[src/rtl/sar_seq_pkg.sv]
package sar_seq_pkg;

  localparam int CODE_W = 5;

  typedef enum logic [2:0] {
    ST_IDLE,
    ST_CMP,
    ST_RST,
    ST_SETTLE,
    ST_STOP
  } loop_st_e;

  // Settling length in fast-clock ticks for a given delay code.
  function automatic int unsigned settle_ticks(input logic [CODE_W-1:0] code,
                                               input int unsigned base,
                                               input int unsigned step);
    return base + (int'(code) * step);
  endfunction

endpackage

[src/rtl/sar_settle_timer.sv]
module sar_settle_timer #(
  parameter int TW = 7
) (
  input  logic          clk,
  input  logic          rst_n,
  input  logic          clr,
  input  logic          run,
  input  logic [TW-1:0] target,
  output logic          expired
);

  logic [TW-1:0] cnt_q;

  assign expired = run && (cnt_q == (target - 1'b1));

  always_ff @(posedge clk or negedge rst_n) begin
    if (!rst_n) begin
      cnt_q <= '0;
    end else if (clr) begin
      cnt_q <= '0;
    end else if (run && !expired) begin
      cnt_q <= cnt_q + 1'b1;
    end
  end


  timer_bound_chk: assert property (@(posedge clk) disable iff (!rst_n)
    run |-> (cnt_q < target));


  timer_fresh_chk: assert property (@(posedge clk) disable iff (!rst_n)
    (clr && !run) |=> (cnt_q == '0));

endmodule

[src/rtl/sar_bit_counter.sv]
module sar_bit_counter #(
  parameter int NBITS = 10,
  parameter int IW    = $clog2(NBITS)
) (
  input  logic          clk,
  input  logic          rst_n,
  input  logic          load,
  input  logic          dec,
  output logic [IW-1:0] idx,
  output logic          is_zero
);

  localparam logic [IW-1:0] TOP_IDX = IW'(NBITS - 1);

  logic [IW-1:0] idx_q;

  assign idx     = idx_q;
  assign is_zero = (idx_q == '0);

  always_ff @(posedge clk or negedge rst_n) begin
    if (!rst_n) begin
      idx_q <= TOP_IDX;
    end else if (load) begin
      idx_q <= TOP_IDX;
    end else if (dec) begin
      idx_q <= idx_q - 1'b1;
    end
  end


  idx_floor_chk: assert property (@(posedge clk) disable iff (!rst_n)
    dec |-> (idx_q != '0));


  idx_range_chk: assert property (@(posedge clk) disable iff (!rst_n)
    idx_q <= TOP_IDX);

endmodule

[src/rtl/async_sar_sequencer.sv]
module async_sar_sequencer
  import sar_seq_pkg::*;
#(
  parameter int NBITS      = 10,
  parameter int MIN_TICKS  = 4,
  parameter int STEP_TICKS = 2,
  localparam int IW        = $clog2(NBITS)
) (
  input  logic              clk,
  input  logic              rst_n,
  input  logic              samp_clk,
  input  logic              cmp_done,
  input  logic [CODE_W-1:0] dly_code,
  output logic              cmp_clk,
  output logic              bit_strobe,
  output logic [IW-1:0]     bit_idx,
  output logic              conv_stop
);

  localparam int MAX_TICKS = MIN_TICKS + ((2 ** CODE_W) - 1) * STEP_TICKS;
  localparam int TW        = $clog2(MAX_TICKS + 1);

  loop_st_e st_q, st_d;
  logic     final_q;
  logic     cmp_clk_q, stop_q;

  // Named loop events
  logic start_lvl;
  logic launch_evt;
  logic decide_evt;
  logic release_evt;
  logic settle_end;
  logic idx_zero;
  logic [TW-1:0] wait_len;

  assign start_lvl   = ~samp_clk;
  assign launch_evt  = (st_q == ST_IDLE) && start_lvl;
  assign decide_evt  = (st_q == ST_CMP) && cmp_done;
  assign release_evt = (st_q == ST_RST) && !cmp_done;
  assign wait_len    = TW'(settle_ticks(dly_code, MIN_TICKS, STEP_TICKS));

  sar_settle_timer #(.TW(TW)) u_timer (
    .clk     (clk),
    .rst_n   (rst_n),
    .clr     (st_q != ST_SETTLE),
    .run     (st_q == ST_SETTLE),
    .target  (wait_len),
    .expired (settle_end)
  );

  sar_bit_counter #(.NBITS(NBITS), .IW(IW)) u_bits (
    .clk     (clk),
    .rst_n   (rst_n),
    .load    (launch_evt || !start_lvl),
    .dec     (decide_evt && !idx_zero),
    .idx     (bit_idx),
    .is_zero (idx_zero)
  );

  always_comb begin
    st_d = st_q;
    if (!start_lvl) begin
      st_d = ST_IDLE;
    end else begin
      unique case (st_q)
        ST_IDLE:   st_d = ST_CMP;
        ST_CMP:    if (cmp_done)    st_d = ST_RST;
        ST_RST:    if (release_evt) st_d = ST_SETTLE;
        ST_SETTLE: if (settle_end)  st_d = final_q ? ST_STOP : ST_CMP;
        ST_STOP:   st_d = ST_STOP;
        default:   st_d = ST_IDLE;
      endcase
    end
  end

  always_ff @(posedge clk or negedge rst_n) begin
    if (!rst_n) begin
      st_q      <= ST_IDLE;
      final_q   <= 1'b0;
      cmp_clk_q <= 1'b0;
      stop_q    <= 1'b0;
    end else begin
      st_q      <= st_d;
      cmp_clk_q <= (st_d == ST_CMP);
      stop_q    <= (st_d == ST_STOP);
      if (!start_lvl || launch_evt) begin
        final_q <= 1'b0;
      end else if (decide_evt && idx_zero) begin
        final_q <= 1'b1;
      end
    end
  end

  assign cmp_clk    = cmp_clk_q;
  assign conv_stop  = stop_q;
  assign bit_strobe = decide_evt;


  launch_chk: assert property (@(posedge clk) disable iff (!rst_n)
    launch_evt |=> cmp_clk);


  strobe_drop_chk: assert property (@(posedge clk) disable iff (!rst_n)
    (bit_strobe && !samp_clk) |=> !cmp_clk);


  stop_excl_chk: assert property (@(posedge clk) disable iff (!rst_n)
    !(cmp_clk && conv_stop));


  stop_hold_chk: assert property (@(posedge clk) disable iff (!rst_n)
    (conv_stop && !samp_clk) |=> conv_stop);


  abort_chk: assert property (@(posedge clk) disable iff (!rst_n)
    samp_clk |=> (!cmp_clk && !conv_stop));


  idle_quiet_chk: assert property (@(posedge clk) disable iff (!rst_n)
    (st_q == ST_IDLE) |-> !bit_strobe);

endmodule

[config.mk]
export PLATFORM = sky130hd
export DESIGN_NAME = async_sar_sequencer
export DESIGN_NICKNAME = d
export VERILOG_FILES = /design/src/rtl/sar_seq_pkg.sv /design/src/rtl/sar_settle_timer.sv /design/src/rtl/sar_bit_counter.sv /design/src/rtl/async_sar_sequencer.sv
export SDC_FILE = /design/constraint.sdc
export NUM_CORES = 1
export LEC_CHECK = 0
export ABC_AREA = 1
export CORE_MARGIN = 4
export CORE_UTILIZATION = 49
export DETAILED_ROUTE_END_ITERATION = 16
export PLACE_DENSITY = 0.75
export RECOVER_POWER = 50
export SLEW_MARGIN = 20
export SYNTH_ARGS = -nofsm -noshare
export SYNTH_HDL_FRONTEND = slang
export SYNTH_HIERARCHICAL = 1
export SYNTH_SLANG_ARGS = --single-unit
[constraint.sdc]
create_clock -name clk -period 1.8 [get_ports clk]
set_clock_uncertainty 0.1 [all_clocks]
set_input_delay 0.18 -clock clk [delete_from_list [all_inputs] [get_ports clk]]
set_output_delay 0.18 -clock clk [all_outputs]
set_load 0.05 [all_outputs]
## Word level (Yosys, flattened, before mapping)

Cells that the tools add are included.
Widths: inputs -> output; s select.

| cells by class | value |
|---|---|
| add/subtract/negate cells | 4 |
| equal/unequal tests | 8 |
| muxes and demuxes | 12 |
| bitwise operators | 1 |
| reduce and logical (&&, ||, !) cells | 16 |

Operators by type and width:

| operator | count |
|---|---|
| $mux 3 | 5 |
| $pmux 3 s5 | 1 |
| $mux 7 | 2 |
| $mux 4 | 2 |
| $add 3x6->7 const A | 1 |
| $add 7x1->7 const B | 1 |
| $eq 7x7->1 | 1 |
| $logic_and 1x1->1 | 7 |
| $sub 7x1->7 const B | 1 |
| $eq 3x1->1 const B | 2 |
| $eq 3x2->1 const B | 2 |
| $eq 3x3->1 const B | 2 |
| $reduce_bool 2->1 | 3 |
| $logic_not 4->1 | 1 |
| $sub 4x1->4 const B | 1 |
| $logic_not 1->1 | 3 |
| $logic_not 3->1 | 1 |
| $ne 3x2->1 const B | 1 |
| $mux 1 | 2 |
| $logic_or 1x1->1 | 1 |
| $not 1->1 | 1 |

| storage, ports and cells | value |
|---|---|
| flip-flop bits (word level) | 17 |
| bits of input ports | 9 |
| logic and storage cells | 47 |

## Logic depth before layout (Yosys ltp)

Gate-level depths: netlist of run 1.

| depth | value |
|---|---|
| depth after elaboration | 8 |
| mapped depth | 20 |
| depth with buffers taken out | 20 |

## Modules after synthesis

The synthesis of run 1 kept the hierarchy.

Modules (own cells, without submodules):

| module | times used | cells an instance | area an instance (um^2) |
|---|---|---|---|
| sar_settle_timer | 1 | 112 | 694.4 |
| async_sar_sequencer | 1 | 50 | 357.8 |
| sar_bit_counter | 1 | 27 | 219.0 |

## Worst setup path after synthesis of run 1

OpenSTA, ideal clock, no wires.

| path | value |
|---|---|
| path kind | input port to flip-flop |
| start point | input port dly_code[1] |
| end point | register cmp_clk_q, in the netlist cmp_clk |
| setup time | 0.122 ns |
| data arrival time | 1.664 ns |
| required time | 1.578 ns |
| setup slack | -0.086 ns |
| stages on the path | 19 |
| path buffers | 0 |
| cell sequence | ha_1 xor2_1 inv_1 nand2_1 nand2_1 nand2_1 nand2_1 nor2_2 nand3_2 inv_1 nand2_2 nor2_1 nand2_1 inv_1 nor2_1 nor2_1 nand2_1 nand2_1 nor2_1 |

| between the ends | value |
|---|---|
| word-level cells in the longest chain between the ends | 8 |

Ends and longest elaborated chain:

| element | RTL line | source |
|---|---|---|
| start, declared | async_sar_sequencer.sv:13 | `input logic [CODE_W-1:0] dly_code,` |
| $add 3x6->7 | sar_seq_pkg.sv:17 | `return base + (int'(code) * step);` |
| net wait_len[4] | async_sar_sequencer.sv:34 | `logic [TW-1:0] wait_len;` |
| $sub 7x1->7 | sar_settle_timer.sv:14 | `assign expired = run && (cnt_q == (target - 1'b1));` |
| $eq 7x7->1 | sar_settle_timer.sv:14 |  |
| $logic_and 1x1->1 | sar_settle_timer.sv:14 |  |
| net settle_end | async_sar_sequencer.sv:32 | `logic settle_end;` |
| $mux 3 | async_sar_sequencer.sv:69 | `ST_SETTLE: if (settle_end) st_d = final_q ? ST_STOP : ST_CMP;` |
| $pmux 3 s5 | async_sar_sequencer.sv:65 | `unique case (st_q)` |
| $mux 3 | async_sar_sequencer.sv:62 | `if (!start_lvl) begin` |
| $eq 3x1->1 | async_sar_sequencer.sv:84 | `cmp_clk_q <= (st_d == ST_CMP);` |
| end signal, assigned | async_sar_sequencer.sv:84 |  |
| end, declared | async_sar_sequencer.sv:25 | `logic cmp_clk_q, stop_q;` |

The timed path passes the listed nets, and every way through them passes these cells.
A chain may end at the register's enable or synchronous reset.

## Final worst setup path of run 1

| path | value |
|---|---|
| start point | input port dly_code[3] |
| end point | register cmp_clk_q, in the netlist cmp_clk |

Same word-level chain as after synthesis.

==> results of run 1 <==
[through the flow]
stage	cell area, um2	worst slack (ns)
3_3_place_gp	1590	-0.584
4_1_cts	1640	0.0185
5_1_grt	1740	-0.173
6_report	1740	-0.00458
3_5_place_dp	1590	-0.681
2_1_floorplan	1310	-0.0139
[per-layer routing]
| metal | vias up | wire, um | global-route usage (%) |
|---|---|---|---|
| li1 | 666 | - | - |
| met1 | 588 | 1180 | 19.7 |
| met2 | 28 | 1580 | 34.9 |
| met3 | 8 | 96 | 2.85 |
| met4 | 0 | 76 | 10.7 |
| met5 | - | 0 | 0 |
[logic make-up (layout without fill, tap and decap cells)]
group | count (synthesis) | after routing
buffers and inverters | 40 | 78
AND/OR/NAND/NOR | 107 | 107
other | 1 | 2
XOR/XNOR | 8 | 8
AO/OA/AOI/OAI | 11 | 11
adder cells (fa/ha/maj) | 5 | 5
flip-flops | 17 | 17
[state kept, by name, indices dropped and copies added, names as in the netlist]
signal,cells
cmp_clk,1
conv_stop,1
final_q,1
st_q,3
u_bits/idx,4
u_timer/cnt_q,7
[cell usage in the layout (no fill, tap or decap), drive strengths merged]
| cell | Yosys | layout |
|---|---|---|
| ha | 5 | 5 |
| nor2 | 24 | 24 |
| a21oi | 6 | 6 |
| or2 | 1 | 1 |
| clkdlybuf4s50 | 0 | 4 |
| dlygate4sd3 | 0 | 1 |
| clkinv | 0 | 1 |
| dfrtp | 15 | 15 |
| nand2 | 47 | 47 |
| xor2 | 7 | 7 |
| dlygate4sd2 | 0 | 2 |
| o21ai | 3 | 3 |
| buf | 2 | 27 |
| o21bai | 1 | 1 |
| a211oi | 1 | 1 |
| clkbuf | 0 | 4 |
| clkdlybuf4s15 | 0 | 1 |
| inv | 38 | 38 |
| nand4 | 8 | 8 |
| dfstp | 2 | 2 |
| nand3 | 25 | 25 |
| conb | 1 | 2 |
| xnor2 | 1 | 1 |
| nor3 | 2 | 2 |
[report_power, final]
| part | internal (mW) | switching [mW] | total, mW |
|---|---|---|---|
| Clock | 0.0827 | 0.118 | 0.200 |
| Combinational | 0.0994 | 0.155 | 0.255 |
| Sequential | 0.393 | 0.0109 | 0.404 |
[timing repair]
item / CTS / global route
endpoints found under the setup margin: 12 / 12
pin swaps: 10 / 19
setup buffers: 2 / 5
endpoints found under the hold margin: 0 / 0
resized for setup: 18 / 16
[final timing paths]
kind                                    endpoint  slack (ns)
worst max register to register           cmp_clk        0.01
max in group asynchronous                final_q        0.76
worst min register to register     u_bits/idx[3]        0.41
worst max-delay path                     cmp_clk      -0.005
worst min-delay path            u_timer/cnt_q[0]        0.16
min in group clk                   u_bits/idx[3]        0.41
[area by class of cell]
cell class	count	area, um2	area share, %
well taps	30	37.5	2.15
repair buffers	36	292	16.7
flip-flops and latches	17	428	24.6
clock inverters	1	5.00	0.287
clock buffers	3	22.5	1.29
multi-input cells	133	816	46.8
inverters	38	143	8.18
[worst register-to-register path: cells and delay by family (launching register included)]
family / cells / cell delay (ns)
buf+inv: 3 / 0.21
simple gates: 13 / 0.97
flops: 1 / 0.41
==> flow_summary_export.csv, run 1 <==
group,metric,value,unit
logic_synthesis,synth-seq-cells,17,
route,drt_iter0_markers,25,
clocking,clk_pin_slew,0.10,ns
floorplan,ios,16,
clocking,cts_inserted_buffers,3,
critical_path,path_class,"primary input to register",
route,avgViaCountPerCell,5.00,
global_routing,antenna_found_initial,0,
critical_path,cp_max_fo,3,
critical_path,worstPathBufferInverterCount,3,
timing,worst_pin_slew,0.517,ns
logic_synthesis,yosys-top-cells-area,"dfrtp_1 (30%), nand2_1 (13%), inv_1 (10%)",
floorplan,rows,18,
logic_synthesis,synthesis.instances,189,
floorplan,core-area,2480,um2
finish,area_growth_syn_to_layout,37.1,%
timing,finalSetupTns,-0.00458,ns
logic_synthesis,synth-simple-area-share,38.0,%
route,vias,1290,
pwr,p_leak,0.935,nW
critical_path,rr_startpoint,"u_timer/cnt_q[4]",
timing,worst_slack,-0.00458,ns
floorplan,die_h,58.9,um
route,drt-pass1-iter-count,4,
outcome,status,"finished, violations left",
global_routing,grt_pass1_wl,5.01,mm
logic_synthesis,synth_edf_count,0,
global_routing,grt_max_degree,15,
pwr,ir_drop,0.613,mV
finish,fin_cells,258,
logic_synthesis,yosysUniqueCellTypes,23,
timing,slew_headroom,65.5,%
critical_path,slowest_delay,0.25,ns
timing,hold_violations,0,
logic_synthesis,ys_top_cells_by_count,"nand2_1 (44), inv_1 (35), nand3_1 (23)",
critical_path,setup.worst_path.start,"dly_code[3]",
critical_path,arrival,1.89,ns
run,drv_cap,0,
pwr,p_per_area,493,nW/um2
min_path,hp-class,"primary input to async pin",
floorplan,start_util,51.3,%
timing,rsz0062_at_grt,"true",
floorplan,die_w,58.9,um
clocking,htreeDepth,1,
critical_path,slowest_stage,"clkdlybuf4s15_1",
route,routedWlPerCell,11.4,um
logic_synthesis,synthFlopType,"dfrtp_1",
clocking,cts_tree,"done",
logic_synthesis,synth_top_family_by_area,"simple AND/OR/NAND/NOR gates",
critical_path,cp_num_cells,18,
outcome,violations,"negative setup slack",
route,wirelength,2.93,mm
pwr,p_total,0.859,mW
floorplan,dieArea,3470,um2
finish,antenna_cells,0,
timing,fin_worst_hold_slack,0.157,ns
logic_synthesis,synth_compound_gate_area_share,5.61,%
timing,period_needed,1.80,ns
placement,post-dp-hpwl,2.25,mm
finish,nFillCells,208,
timing,max_freq,554,MHz
timing,maxSlewViolCount,0,
logic_synthesis,ys_seq_area_share,33.7,%
logic_synthesis,synth_area,1270,um2
route,ant_nets,0,
logic_synthesis,synth_top_area_share,29.5,%
timing,period_share,100,%
global_routing,grt_overflow,0,
placement,placed_cells,247,
critical_path,cp.required,1.89,ns
logic_synthesis,synth_warnings,6,
critical_path,cp-start-kind,"primary input",
global_routing,gr-usage-all-layers,18.7,%
clocking,clock_latency,0.29,ns
clocking,root_buffer,"clkbuf_4",
logic_synthesis,synth_xor_area_share,5.51,%
critical_path,reg2reg_depth,16,
finish,post-route-util,70.4,%
placement,numPortBuffers,15,
logic_synthesis,synthArstFlopShare,100,%
logic_synthesis,synth_adder_area_share,4.92,%
placement,globalplace.congestion,0.871,
finish,nNetsFinal,243,
logic_synthesis,synth_mux_area_share,0,%
critical_path,crit_family,"simple AND/OR/NAND/NOR gates",
clocking,postCtsHoldBufs,0,
logic_synthesis,yosysTopAreaCell,"dfrtp_1",
clocking,cts_buffer_depth,2,
clocking,cts.sinks,17,
logic_synthesis,avgSynthCellArea,6.73,um2
global_routing,grt_pass1_vias,1266,
timing,setup_viol,1,
logic_synthesis,synth.most_common_cell,"nand2_1",
finish,drive_gt1_share,31.1,%
route,drc,0,
critical_path,cp-end-kind,"register",
critical_path,crit_chain,"clkdlybuf4s15_1, nand3_2, xor2_2, nor2_1, nand3_1, nand2_1, nand2_1, nand3_2, inv_2, nand2_4, nor2_4, nand2_2, inv_2, nor2_1, nor2_1, nand2_1, nand2_1, nor2_1",
Power figures use the tool's default switching activity.
==> run 2: changes to the inputs <==
--- a/config.mk
+++ b/config.mk
@@ -9,6 +9,7 @@
 export CORE_MARGIN = 4
 export CORE_UTILIZATION = 49
 export DETAILED_ROUTE_END_ITERATION = 16
+export GPL_TIMING_DRIVEN = 0
 export PLACE_DENSITY = 0.75
 export RECOVER_POWER = 50
 export SLEW_MARGIN = 20
==> run 2 against run 1 <==
The flow now finishes without violations. Combinational power shrank 4%. Routed wire length shrank 3.7%. Clock power is 3% higher. Maximum frequency is 3.7% higher. Core utilization decreased by 3.7 points. Critical path depth up 2. Cell count down 3.9%. Via count is 4.7% lower. Count of clock-buffer cells in the layout stayed put. Register-to-register slack better by 0.06 ns.
==> flow_summary_export.csv, run 2 (synthesis results as in run 1) <==
group,metric,value,unit
outcome,status,"complete, no violations",
route,routedWlPerCell,11.4,um
finish,nFillCells,224,
run,drv_cap,0,
floorplan,ios,16,
critical_path,path_class,"primary input to register",
critical_path,arrival,1.83,ns
global_routing,grt_pass1_wl,4.69,mm
critical_path,cp_max_fo,3,
placement,dpl_worst_slack,-0.810,ns
clocking,clock_latency,0.29,ns
clocking,cts_inserted_buffers,3,
pwr,p_per_area,516,nW/um2
timing,period_needed,1.74,ns
critical_path,cp-end-kind,"register",
global_routing,antenna_found_initial,0,
critical_path,cp.required,1.89,ns
pwr,ir_drop,0.629,mV
finish,largest-register,"u_timer/cnt_q",
timing,fin_worst_hold_slack,0.295,ns
timing,setup_viol,0,
pwr,p_leak,0.886,nW
clocking,clk_pin_slew,0.10,ns
min_path,hp-class,"primary input to async pin",
finish,mostFrequentLayoutCells,"nand2_1 (41), inv_1 (27), nand3_1 (22), nor2_1 (15), dfrtp_1 (15)",
timing,worst_pin_slew,0.770,ns
floorplan,core-area,2480,um2
clocking,cts_buffer_depth,2,
clocking,cts_tree,"done",
global_routing,grt_max_degree,18,
placement,numPortBuffers,15,
route,drt-pass1-iter-count,4,
critical_path,reg2reg_slack,0.07,ns
clocking,cts.sinks,17,
route,ant_nets,0,
floorplan,rows,18,
placement,post-dp-hpwl,2.08,mm
floorplan,start_util,51.3,%
floorplan,die_h,58.9,um
finish,drive_gt1_share,25.2,%
timing,slew_headroom,48.5,%
timing,finalSetupTns,0,ns
finish,nNetsFinal,233,
finish,antenna_cells,0,
timing,maxSlewViolCount,0,
clocking,htreeDepth,1,
timing,hold_violations,0,
timing,max_freq,574,MHz
timing,period_share,96.7,%
finish,largest_reg_flops,7,
route,drt_iter0_markers,48,
finish,final_common_cell,"nand2_1",
finish,area_growth_syn_to_layout,29.9,%
critical_path,cp-start-kind,"primary input",
global_routing,grt_pass1_vias,1195,
floorplan,dieArea,3470,um2
clocking,root_buffer,"clkbuf_4",
route,avgViaCountPerCell,4.96,
floorplan,die_w,58.9,um
timing,worst_slack,0.0593,ns
route,wirelength,2.82,mm
route,vias,1230,
global_routing,gr-usage-all-layers,17.3,%
timing,rsz0062_at_grt,"true",
global_routing,grt_overflow,0,
placement,globalplace.congestion,0.888,
route,drc,0,
clocking,postCtsHoldBufs,0,
==> run 2: worst paths after layout <==
kind                            cells after the start               end             start
worst max-delay path                               20           cmp_clk       dly_code[1]
min in group clk                                    2     u_bits/idx[3]     u_bits/idx[3]
worst max register to register                     16           cmp_clk  u_timer/cnt_q[1]
worst min-delay path                                1  u_timer/cnt_q[0]             rst_n
max in group asynchronous                           1  u_timer/cnt_q[5]             rst_n
worst min register to register                      2     u_bits/idx[3]     u_bits/idx[3]
==> run 2: layout make-up <==
class	instances	area [um2]	share of cell area [%]
timing repair buffer	24	196	11.9
sequential	17	428	25.9
multi-input combinational	133	807	48.9
clock buffer	3	22.5	1.36
tap	30	37.5	2.27
inverter	38	143	8.64
buffer	2	12.5	0.758
clock inverter	1	5.00	0.303
==> run 2: power by group <==
part	switching (mW)	internal, mW	total (mW)
sequential	0.00997	0.392	0.402
combinational	0.152	0.0918	0.244
clock	0.124	0.0826	0.206
total	0.286	0.567	0.853
==> run 2: critical path, cell delays in order <==
cell	delay (ns)
buf_2	0.13
ha_4	0.18
xor2_4	0.21
inv_2	0.05
nand2_1	0.07
nand2_2	0.06
nand2_1	0.06
nand2_1	0.06
nor2_2	0.12
nand3_2	0.09
inv_2	0.08
nand2_4	0.05
nor2_4	0.08
nand2_2	0.05
inv_2	0.05
nor2_1	0.03
nor2_1	0.09
nand2_1	0.06
nand2_1	0.07
nor2_1	0.05
==> run 2: metal layers <==
layer | part of all wire (%) | track usage, %
met3 | 3.5 | 2.19
met5 | 0 | 0
met1 | 41 | 18.0
met4 | 1.1 | 7.77
met2 | 54 | 33.6
==> run 2: repair_timing <==
item	in CTS	in global routing
resized for setup	35	11
setup endpoints to repair	17	6
pin swaps	14	13
gates cloned	0	0
hold endpoints to repair	0	0
setup buffers	4	5
==> run 2: metrics by stage <==
| stage | instance area [um2] | instances | total power [mW] | util [%] |
|---|---|---|---|---|
| finish | 1650 | 248 | 0.853 | 66.7 |
| global route | 1650 | 248 | 0.910 | 66.7 |
| CTS | 1580 | 243 | 0.857 | 63.9 |
| detailed placement | 1490 | 235 | 0.629 | 60.3 |
| global placement | 1490 | 235 | 0.621 | 60.3 |
| floorplan | 1310 | 190 | 0.560 | - |
